**config.mk**
```make
export PLATFORM = sky130hd
export DESIGN_NAME = ehr_reg
export DESIGN_NICKNAME = d
export VERILOG_FILES = /design/src/rtl/ehr_pkg.sv /design/src/rtl/ehr_fwd_stage.sv /design/src/rtl/ehr_store.sv /design/src/rtl/ehr_reg.sv
export SDC_FILE = /design/constraint.sdc
export NUM_CORES = 1
export LEC_CHECK = 0
export CAP_MARGIN = 20
export CORE_UTILIZATION = 31
export CTS_CLUSTER_SIZE = 12
export DETAILED_ROUTE_END_ITERATION = 8
export HOLD_SLACK_MARGIN = 0.06
export PLACE_DENSITY_LB_ADDON = 0.12
export SLEW_MARGIN = 20
export SYNTH_ARGS = -nofsm -noshare
export SYNTH_HDL_FRONTEND = slang
export SYNTH_HIERARCHICAL = 1
export SYNTH_SLANG_ARGS = --single-unit
```
**constraint.sdc**
```tcl
create_clock -name clk -period 2.8 [get_ports clk]
set_input_delay 0.28 -clock clk [delete_from_list [all_inputs] [get_ports clk]]
set_output_delay 0.28 -clock clk [all_outputs]
set_load 0.02 [all_outputs]
```
**src/rtl/ehr_pkg.sv**
```systemverilog
// Package: ehr_pkg
// Shared defaults for the ordered-port register.
// Assumes: nothing; holds constants only.
package ehr_pkg;
    localparam int unsigned EHR_DEF_WIDTH = 8;
    localparam int unsigned EHR_DEF_PORTS = 3;
endpackage

```
**src/rtl/ehr_fwd_stage.sv**
```systemverilog
// Module: ehr_fwd_stage
// One link of the forwarding chain: passes the incoming value on unless
// this port writes, in which case its write data replaces it.
// Assumes: purely combinational, no state.
module ehr_fwd_stage #(
    parameter int unsigned WIDTH = 8
) (
    input  logic [WIDTH-1:0] prev_val,
    input  logic             en,
    input  logic [WIDTH-1:0] data,
    output logic [WIDTH-1:0] next_val
);
    // Select this port's write over the value handed down from lower ports.
    always_comb begin
        next_val = en ? data : prev_val;
    end
endmodule

```
**src/rtl/ehr_store.sv**
```systemverilog
// Module: ehr_store
// Holds the committed value across cycles.
// Assumes: synchronous active-low reset; d is the already-resolved value.
module ehr_store #(
    parameter int unsigned          WIDTH     = 8,
    parameter logic [WIDTH-1:0]     RESET_VAL = '0
) (
    input  logic             clk,
    input  logic             rst_n,
    input  logic [WIDTH-1:0] d,
    output logic [WIDTH-1:0] q
);
    // Capture the resolved value, or the reset constant.
    always_ff @(posedge clk) begin
        if (!rst_n) q <= RESET_VAL;
        else        q <= d;
    end
endmodule

```
**src/rtl/ehr_reg.sv**
```systemverilog
// Module: ehr_reg
// Register with PORTS ordered access ports. Port i reads the value left by
// ports 0..i-1 in the current cycle; the edge stores the value left by all.
// Assumes: each port writes at most once per cycle (one enable bit each).
module ehr_reg
    import ehr_pkg::*;
#(
    parameter int unsigned      WIDTH     = EHR_DEF_WIDTH,
    parameter int unsigned      PORTS     = EHR_DEF_PORTS,
    parameter logic [WIDTH-1:0] RESET_VAL = '0
) (
    input  logic                   clk,
    input  logic                   rst_n,
    input  logic [PORTS-1:0]       wr_en,
    input  logic [PORTS*WIDTH-1:0] wr_data,
    output logic [PORTS*WIDTH-1:0] rd_data,
    output logic [WIDTH-1:0]       commit_val
);
    localparam int unsigned CHAIN_LEN = PORTS + 1;

    logic [WIDTH-1:0] chain [CHAIN_LEN];
    logic [WIDTH-1:0] stored;

    // Committed state.
    ehr_store #(.WIDTH(WIDTH), .RESET_VAL(RESET_VAL)) store_i (
        .clk   (clk),
        .rst_n (rst_n),
        .d     (chain[PORTS]),
        .q     (stored)
    );

    // Head of the chain is the stored value.
    always_comb begin
        chain[0] = stored;
    end

    // One forwarding stage and one read tap per port.
    for (genvar p = 0; p < PORTS; p++) begin : g_port
        assign rd_data[p*WIDTH +: WIDTH] = chain[p];

        ehr_fwd_stage #(.WIDTH(WIDTH)) stage_i (
            .prev_val (chain[p]),
            .en       (wr_en[p]),
            .data     (wr_data[p*WIDTH +: WIDTH]),
            .next_val (chain[p+1])
        );
    end

    assign commit_val = chain[PORTS];
endmodule

```
==> metrics.md <==
| Metric | Value |
|---|---|
| Post-synthesis sequential area ratio | 0.265 |
| Critical Path AT | 2.33 ns |
| Clock sink count | 8 |
| Largest family of logic cells by synthesized area | multiplexers |
| Critical Path Source | wr_en[0] |
| Synth Area in Compound Gates | 0 |
| Most frequent cells in the layout | clkdlybuf4s50_1 (60), mux2_4 (24), and2_1 (8), dfxtp_1 (8), clkbuf_4 (3) |
| Floorplan row count | 15 |
| # hold bufs at CTS | 0 |
| H-Tree Depth | 1 |
| Routed via count | 586 |
| Global route total overflow | 0 |
| Share of cells above drive strength 1 | 0.276 |
| GP Congestion | 0.650 |
| Core Box Area | 1780 µm² |
| Clock power frac | 0.187 |
| DR DRC count | 0 |
| Max cap viols | 0 |
| Mux cell area share after synthesis | 0.596 |
| Slew @ Worst Pin | 0.582 ns |
| Slew Viols, Final | 0 |
| DR WL/cell | ~14 µm |
| Deepest clock path buffer count | 2 |
| RSZ-0062 raised after global routing | false |
| Worst path max stage delay | around 0.54 ns |
| Max reg flops | 8 |
| Final setup viols | 0 |
| Post-synth cell types | 4 |
| CTS tree | done |
| Routed vias/inst | approximately 4.5 |
| Tmin final | about 2.6 ns |
| Post-synthesis cell count | 43 |
| Number of diodes | 0 |
| First-pass GRT wire length | approximately 2500 µm |
| Status | complete, no violations |
| Initial DRC Count | 7 |
| Final Hold Violating Endpoints | 0 |
| Critical hold path startpoint | wr_data[22] |
| Nets | around 140 |
| Pwr Density | approximately 380 nW/µm² |
| Synth Net Count | 72 |
| Slew HR | 0.611 |
| Fillcell total | ~140 |
| Switching pwr | between 0.0001 and 0.00015 W |
| Top cell type's share of synthesized area | 0.596 |
| Clk_skew | 0 ns |
| Post-CTS setup buffer count | 0 |
| Post-CTS Resized | 0 |
| Clock Pin Slew Worst Setup and Hold Paths | approximately 0.06 ns |
| DRT Pass-1 Iters | 2 |
| PortBufs | 60 |
| Final worst path period share | 0.934 |
| Initial antenna violation count | 0 |
| Synthesis Warnings | 6 |
| Flop and latch count out of synthesis | 8 |
| Routed WL | approximately 1800 µm |
| CTS Buf Count | 3 |
| Die W | 46.2 µm |
| Vias in the first global route | 586 |
| Achievable Freq | ~380 MHz |
| Register Area | ~160 µm² |
| Place WS | about 0.18 ns |
| WHS | about 0.75 ns |
| CP max stage cell | clkdlybuf4s50_1 |
| Maximum VDD drop | around 0.00025 V |
| Leakage | roughly 0.54 nW |
| Crit-path leading delay family | buffers and inverters |
| Critical path peak fanout | 8 |
| Syn_area_per_cell | about 14 µm² |
| Total negative slack | 0 ns |
| Area occupied by multi-input gates | roughly 410 µm² |
| CP Class | primary input to output port |
| Layout area overhead | 107% |
| Critical Path Start Type | primary input |
| Crit end category | output port |
| Synth area leader | mux2_4 |
| Post-route ant nets | 0 |
| Number of top-level pins | around 60 |
| CP Data Required Time | roughly 2.5 ns |
| Pin count of the biggest net entering global routing | 9 |
| R2R Path Start | store_i/q[5] |
| Clock Tree Root | clkbuf_4 |
| Post-synthesis simple-gate area fraction | 0.0828 |
| DIE HEIGHT | 46.2 µm |
| Cells after DPL | 127 |
| Worst skew pair latency | ~0.25 ns |
| CP bufs+invs | 3 |
| HPWL after DPL | approximately 1400 µm |
| Biggest regs | store_i/q x8 |
| Critical path cell sequence | clkdlybuf4s50_1 -> buf_12 -> mux2_4 -> mux2_4 -> mux2_4 -> clkdlybuf4s50_1 |
| Most frequent CP cell | mux2_4 |
| Non-filler cells, final | 130 |
| Sequential share of power | 0.266 |
| Adder-cell share of the synthesized area | 0 |
| Reg with most FFs | store_i/q |
| Combinational power share | 0.547 |
| Mapped Area | around 600 µm² |
| Cell-internal power | ~0.00033 W |
| Total die area | 2130 µm² |
| Worst min-delay path class | primary input to flop |
| XOR/XNOR Fraction of Synth Area | 0 |
| GRT Util Overall | 0.165 |
| Initial Utilization | 0.339 |
| Sw frac | 0.310 |
| Top post-synthesis cells by area | mux2_4 (60%), dfxtp_1 (27%), and2_1 (8.3%) |
| Share of the core filled with cells | 0.702 |
| Most common cell after layout, fill and taps aside | clkdlybuf4s50_1 |
| PnR worst setup slack | around 0.19 ns |
[power groups by stage]
stage          combinational [W]  sequential (W)   clock, W
3_3_place_gp            0.000260        0.000129          0
4_1_cts                 0.000263        0.000127  0.0000924
3_5_place_dp            0.000262        0.000129          0
6_report                0.000261        0.000127  0.0000891
2_1_floorplan           0.000124        0.000140          0
5_1_grt                 0.000274        0.000128  0.0000982
[synth_stat cells]
library cell,instances
buf_6,3
and2_1,8
dfxtp_1,8
mux2_4,24
[metal layers]
| metal | part of all wire | vias up | global-route usage |
|---|---|---|---|
| li1 | - | 275 | - |
| met3 | 0.095 | 0 | 0.0549 |
| met4 | 0 | 0 | 0.0529 |
| met1 | 0.41 | 274 | 0.172 |
| met5 | 0 | - | 0 |
| met2 | 0.50 | 37 | 0.307 |
[area by class of cell]
| class | instances | share of cell area |
|---|---|---|
| clock buffer | 3 | 0.0180 |
| multi-input combinational | 32 | 0.328 |
| sequential | 8 | 0.128 |
| tap | 25 | 0.0250 |
| timing repair buffer | 62 | 0.501 |
[final timing paths]
kind	endpoint	slack [ns]	cells past startpoint
hold / removal	store_i/q[6]	0.75	3
hold reg to reg	store_i/q[6]	0.89	4
setup reg to reg	store_i/q[5]	1.41	4
setup / recovery	commit_val[6]	0.19	6
[cell families (layout without fill, tap and decap cells)]
family                 after synthesis  count (layout)
flip-flops                           8               8
buffers and inverters                3              65
AND/OR/NAND/NOR                      8               8
multiplexers                        24              24
[metrics by stage]
stage          power (W)  instance area [µm²]
2_1_floorplan   0.000264                  604
3_3_place_gp    0.000389                 1230
3_5_place_dp    0.000391                 1230
4_1_cts         0.000483                 1250
5_1_grt         0.000500                 1250
6_report        0.000477                 1250
[worst register-to-register path, cell delays in order, from the launching register on]
cell and delay [ns]:
dfxtp_1 0.31, mux2_4 0.27, mux2_4 0.28, mux2_4 0.28
and2_1 0.16
(Power assumes the default switching activity.)
